[config.mk]
export PLATFORM = sky130hd
export DESIGN_NAME = uart_txdma_req
export DESIGN_NICKNAME = d
export VERILOG_FILES = /design/src/rtl/uart_txdma_pkg.sv /design/src/rtl/uart_txdma_cfg.sv /design/src/rtl/uart_txdma_level.sv /design/src/rtl/uart_txdma_reqgen.sv /design/src/rtl/uart_txdma_req.sv
export SDC_FILE = /design/constraint.sdc
export NUM_CORES = 1
export LEC_CHECK = 0
export ABC_CLOCK_PERIOD_IN_PS = 1980
export BUFFER_PORTS_ARGS = -buffer_cell sky130_fd_sc_hd__buf_2
export CORE_AREA = 4 4 41 43
export CTS_CLUSTER_DIAMETER = 50
export DETAILED_ROUTE_END_ITERATION = 6
export DIE_AREA = 0 0 45 47
export GPL_ROUTABILITY_DRIVEN = 0
export PLACE_DENSITY = 0.42
export SLEW_MARGIN = 30
export SYNTH_ARGS = -nofsm -noshare
export SYNTH_HDL_FRONTEND = slang
export SYNTH_SLANG_ARGS = --single-unit
[constraint.sdc]
create_clock -name clk -period 1.98 [get_ports clk]
set_input_delay 0.396 -clock clk [delete_from_list [all_inputs] [get_ports clk]]
set_output_delay 0.396 -clock clk [all_outputs]
set_load 0.01 [all_outputs]
[src/rtl/uart_txdma_pkg.sv]
package uart_txdma_pkg;

  typedef enum logic {
    XFER_SINGLE = 1'b0,
    XFER_MULTI  = 1'b1
  } xfer_mode_e;

  // Character count selected by the two-bit threshold selector.
  function automatic int unsigned level_for_sel(input logic [1:0] sel,
                                                input int unsigned depth);
    case (sel)
      2'd0:    return 0;
      2'd1:    return 2;
      2'd2:    return depth / 4;
      default: return depth / 2;
    endcase
  endfunction

endpackage

[src/rtl/uart_txdma_cfg.sv]
module uart_txdma_cfg
  import uart_txdma_pkg::*;
(
  input  logic       clk,
  input  logic       rst_n,
  input  logic       wr,
  input  logic [2:0] wdata,
  output logic [1:0] thr_sel,
  output xfer_mode_e mode
);

  always_ff @(posedge clk or negedge rst_n) begin
    if (!rst_n) begin
      thr_sel <= 2'd0;
      mode    <= XFER_SINGLE;
    end else if (wr) begin
      thr_sel <= wdata[1:0];
      mode    <= xfer_mode_e'(wdata[2]);
    end
  end

endmodule

[src/rtl/uart_txdma_level.sv]
module uart_txdma_level
  import uart_txdma_pkg::*;
#(
  parameter int unsigned DEPTH = 16,
  parameter int unsigned CW    = $clog2(DEPTH + 1)
) (
  input  logic [CW-1:0] level,
  input  logic [1:0]    thr_sel,
  output logic [CW-1:0] thr_count,
  output logic          at_or_below,
  output logic          is_empty,
  output logic          is_full
);

  localparam logic [CW-1:0] FULL_LVL = CW'(DEPTH);

  assign thr_count   = CW'(level_for_sel(thr_sel, DEPTH));
  assign at_or_below = (level <= thr_count);
  assign is_empty    = (level == '0);
  assign is_full     = (level >= FULL_LVL);

endmodule

[src/rtl/uart_txdma_reqgen.sv]
module uart_txdma_reqgen
  import uart_txdma_pkg::*;
(
  input  logic       clk,
  input  logic       rst_n,
  input  xfer_mode_e mode,
  input  logic       fifo_en,
  input  logic       thr_empty,
  input  logic       prog_en,
  input  logic       at_or_below,
  input  logic       is_empty,
  input  logic       is_full,
  output logic       req_q,
  output logic       hit_q
);

  logic req_d;
  logic hit_d;

  always_comb begin
    req_d = req_q;
    if (!fifo_en) begin
      req_d = thr_empty;
    end else if (prog_en) begin
      req_d = at_or_below;
    end else if (mode == XFER_SINGLE) begin
      req_d = is_empty;
    end else begin
      if (is_empty)     req_d = 1'b1;
      else if (is_full) req_d = 1'b0;
    end
    hit_d = fifo_en && prog_en && at_or_below;
  end

  always_ff @(posedge clk or negedge rst_n) begin
    if (!rst_n) begin
      req_q <= 1'b0;
      hit_q <= 1'b0;
    end else begin
      req_q <= req_d;
      hit_q <= hit_d;
    end
  end

endmodule

[src/rtl/uart_txdma_req.sv]
module uart_txdma_req
  import uart_txdma_pkg::*;
#(
  parameter int unsigned DEPTH = 16,
  localparam int unsigned CW   = $clog2(DEPTH + 1)
) (
  input  logic          clk,
  input  logic          rst_n,
  input  logic          cfg_wr,
  input  logic [2:0]    cfg_wdata,
  input  logic          fifo_en,
  input  logic          thr_empty,
  input  logic          prog_en,
  input  logic [CW-1:0] fifo_level,
  output logic          dma_tx_req_n,
  output logic          thre_hit
);

  logic [1:0]    cfg_thr_sel;
  xfer_mode_e    cfg_mode;
  logic [CW-1:0] thr_count;
  logic          lvl_at_or_below;
  logic          lvl_empty;
  logic          lvl_full;
  logic          req_active;

  uart_txdma_cfg u_cfg (
    .clk     (clk),
    .rst_n   (rst_n),
    .wr      (cfg_wr),
    .wdata   (cfg_wdata),
    .thr_sel (cfg_thr_sel),
    .mode    (cfg_mode)
  );

  uart_txdma_level #(.DEPTH(DEPTH), .CW(CW)) u_level (
    .level       (fifo_level),
    .thr_sel     (cfg_thr_sel),
    .thr_count   (thr_count),
    .at_or_below (lvl_at_or_below),
    .is_empty    (lvl_empty),
    .is_full     (lvl_full)
  );

  uart_txdma_reqgen u_reqgen (
    .clk         (clk),
    .rst_n       (rst_n),
    .mode        (cfg_mode),
    .fifo_en     (fifo_en),
    .thr_empty   (thr_empty),
    .prog_en     (prog_en),
    .at_or_below (lvl_at_or_below),
    .is_empty    (lvl_empty),
    .is_full     (lvl_full),
    .req_q       (req_active),
    .hit_q       (thre_hit)
  );

  assign dma_tx_req_n = ~req_active;

endmodule

==> impl_metrics.ini <==
[drt]
drc_errors = 0
route.detailed.vias_per_inst = 4.169
final_antenna_net_count = 0
route.detailed.wl_per_inst_um = 10.00
vias = 271
detail_route.iter0.violations = 1
drt-total-wl_um = 650
firstDrtPassIters = 2

[worst_setup_path]
worstPathCellList = nand2b_1 -> ha_1 -> nand2_1 -> o21ai_2 -> a21oi_2 -> a221o_1
worstSetupPathType = flop to flop
worst_path_maximum_fanout = 4
worst_path_max_delay_cell = dfrtp_1
worstSetupEndpointType = flop
crit_required_ns = 2.10
timing.critical_path.slowest_cell_delay_ns = 0.39
worst-r2r-setup-slack_ns = 0.53
crit_arrival_ns = 1.57
timing.critical_path.from_type = flop

[sta]
finalSetupViolCount = 0
finClkSkew_ns = 0.0003367
grt_setup_unrepaired = no
finalCritPeriodShare = 0.7343
fin_setup_tns_ns = 0
report.final.hold_viol_count = 0
relSlewSlack = 0.8669
slew_worst_pin_ns = 0.1976
max_freq_mhz = 687.8
slew_violations = 0
hold-worst-slack_ns = 0.3875
finalCriticalPeriod_ns = 1.454

[synth]
post_synth_main_area_contributors = dfrtp_1 (41%), ha_1 (12%), mux2_2 (11%)
yosys_most_used_dff = dfrtp_1
ys_seq_area_frac = 0.4132
ys_ff_latch = 5
synth_top_cells_by_count = dfrtp_1 (5), nand2_1 (5), ha_1 (3), inv_1 (3), mux2_2 (3)
yosysWarnings = 0
yosys.area.top_type_share = 0.4132
yosys.cell_types.count = 15
combined_area_of_all_synthesized_cells_um2 = 302.8
post-synth-top-area-cell = dfrtp_1
avgSynthCellArea_um2 = 10.09
postSynthNetCount = 47
netlist_instances = 30
synth-async-reset-ratio = 1.000
synth-edff-count = 0

[cts]
tritoncts.num_buffers = 3
cts.reportedPaths.clkPinSlew_ns = 0.04
cts_sink_count = 5
clk-insertion-delay-late_ns = 0.24
htree_levels = 1
cts_tree = done
number_of_buffers_inserted_by_post_cts_setup_repair = 0
cts_root_buf = clkbuf_4
ctsLongestPathBuffers = 2

[floorplan]
initial_util = 0.2327
top_level_ports = 16
design.die.area_um2 = 2115
row_count = 13
die_h_um = 47
placeableCoreArea_um2 = 1301
die_w_um = 45

[power_and_ir_drop]
power_density_nw_per_um2 = 684.5
p_leak_nw = 0.2166
power.ir.vdd_worst_uv = 309.6

[layout]
flow.area_growth_from_synthesis_pct = 42.98
finish.cell_count_without_fillers = 65
nets = 68
drive_above_1_share = 0.4800
final_core_util = 0.3327
num-fill-cells = 143
n_antenna_cell = 0

[grt]
antenna_found_initial = 0
groute.usage.overall = 0.08181
overflow = 0
grt_start_max_net_pins = 6
grt_pass1_vias = 286
grt_pass1_wl_um = 1152

[outcome]
outcome = completed

[place]
placement.io_buffers = 15
dpl.hpwl_um = 576.2
dp.cells = 60

[job]
reported_max_cap_violation_count = 0

[min_path]
min-delay-path-class = input port to flop
## layout make-up
cell class | instances | area [um^2] | area share
tap | 15 | 18.77 | 0.04335
timing repair buffer | 16 | 85.08 | 0.1965
inverter | 3 | 11.26 | 0.02601
clock buffer | 4 | 26.28 | 0.06069
multi-input combinational | 22 | 166.4 | 0.3844
sequential | 5 | 125.1 | 0.2890
## state kept, by name, indices dropped and copies added, names as in the netlist
signal and flops:
u_cfg.thr_sel 2, u_cfg.mode 1, u_reqgen.hit_q 1, u_reqgen.req_q 1
## metrics by stage
step / area, um^2 / setup WS [ns] / total power, mW
floorplan: 302.8 / 0.5990 / 0.1541
global placement: 396.6 / 0.5307 / 0.1798
detailed placement: 396.6 / 0.4997 / 0.1814
CTS: 432.9 / 0.5068 / 0.3053
global route: 432.9 / 0.4147 / 0.3205
finish: 432.9 / 0.5260 / 0.2963
## metal layers
| metal | global-route usage | part of all wire |
|---|---|---|
| met5 | 0 | 0 |
| met4 | 0.05263 | 0 |
| met3 | 0.06513 | 0.11 |
| met2 | 0.1045 | 0.46 |
| met1 | 0.09238 | 0.43 |
## path summary, 6_finish.rpt
path	start	to	cells past startpoint
min reg2reg	u_cfg.mode	u_cfg.mode	1
min in group asynchronous	rst_n	u_cfg.mode	2
max reg2reg	u_cfg.thr_sel[0]	u_reqgen.req_q	6
max in group asynchronous	rst_n	u_reqgen.req_q	2
min	cfg_wdata[1]	u_cfg.thr_sel[1]	2
max	u_cfg.thr_sel[0]	u_reqgen.req_q	6
## cell usage in the layout, fill, tap and decap left out
master         netlist  final
a211oi_2             1      1
a21oi_2              1      1
a221o_1              1      1
buf_2                0     15
clkbuf_1             0      1
clkbuf_4             0      3
dfrtp_1              5      5
dlygate4sd3_1        0      1
ha_1                 3      3
inv_1                3      3
mux2_2               3      3
nand2_1              5      5
nand2b_1             1      1
nand4_1              1      1
nor2_1               2      2
nor2b_1              1      1
nor3_1               1      1
o21ai_0              1      1
o21ai_2              1      1
## what timing repair did
item                      in CTS  in global routing
hold buffers                   1                  0
hold endpoints to repair       5                  0
gates resized for setup        0                  0
## cell families (layout without fill, tap and decap cells)
kind of cell,after synthesis,in the layout,share of synthesized area
buffers and inverters,3,23,0.03719
AND/OR/NAND/NOR,11,11,0.1653
multiplexers,3,3,0.1116
adder cells (fa/ha/maj),3,3,0.1240
flip-flops,5,5,0.4132
AO/OA/AOI/OAI,5,5,0.1487
## critical path, delay by kind of cell, from the launching register on
family          cells  cell delay (ns)
fa+ha+maj           1             0.29
compound gates      3             0.44
flops               1             0.39
simple gates        2             0.21
## power breakdown
group / leakage (nW) / internal [mW] / switching, mW
Combinational: 0.140 / 0.0334 / 0.0283
Clock: 0.0150 / 0.0761 / 0.0410
Sequential: 0.0614 / 0.112 / 0.00597
Total: 0.217 / 0.221 / 0.0752
Note: power is estimated with default switching activity, not from simulation.
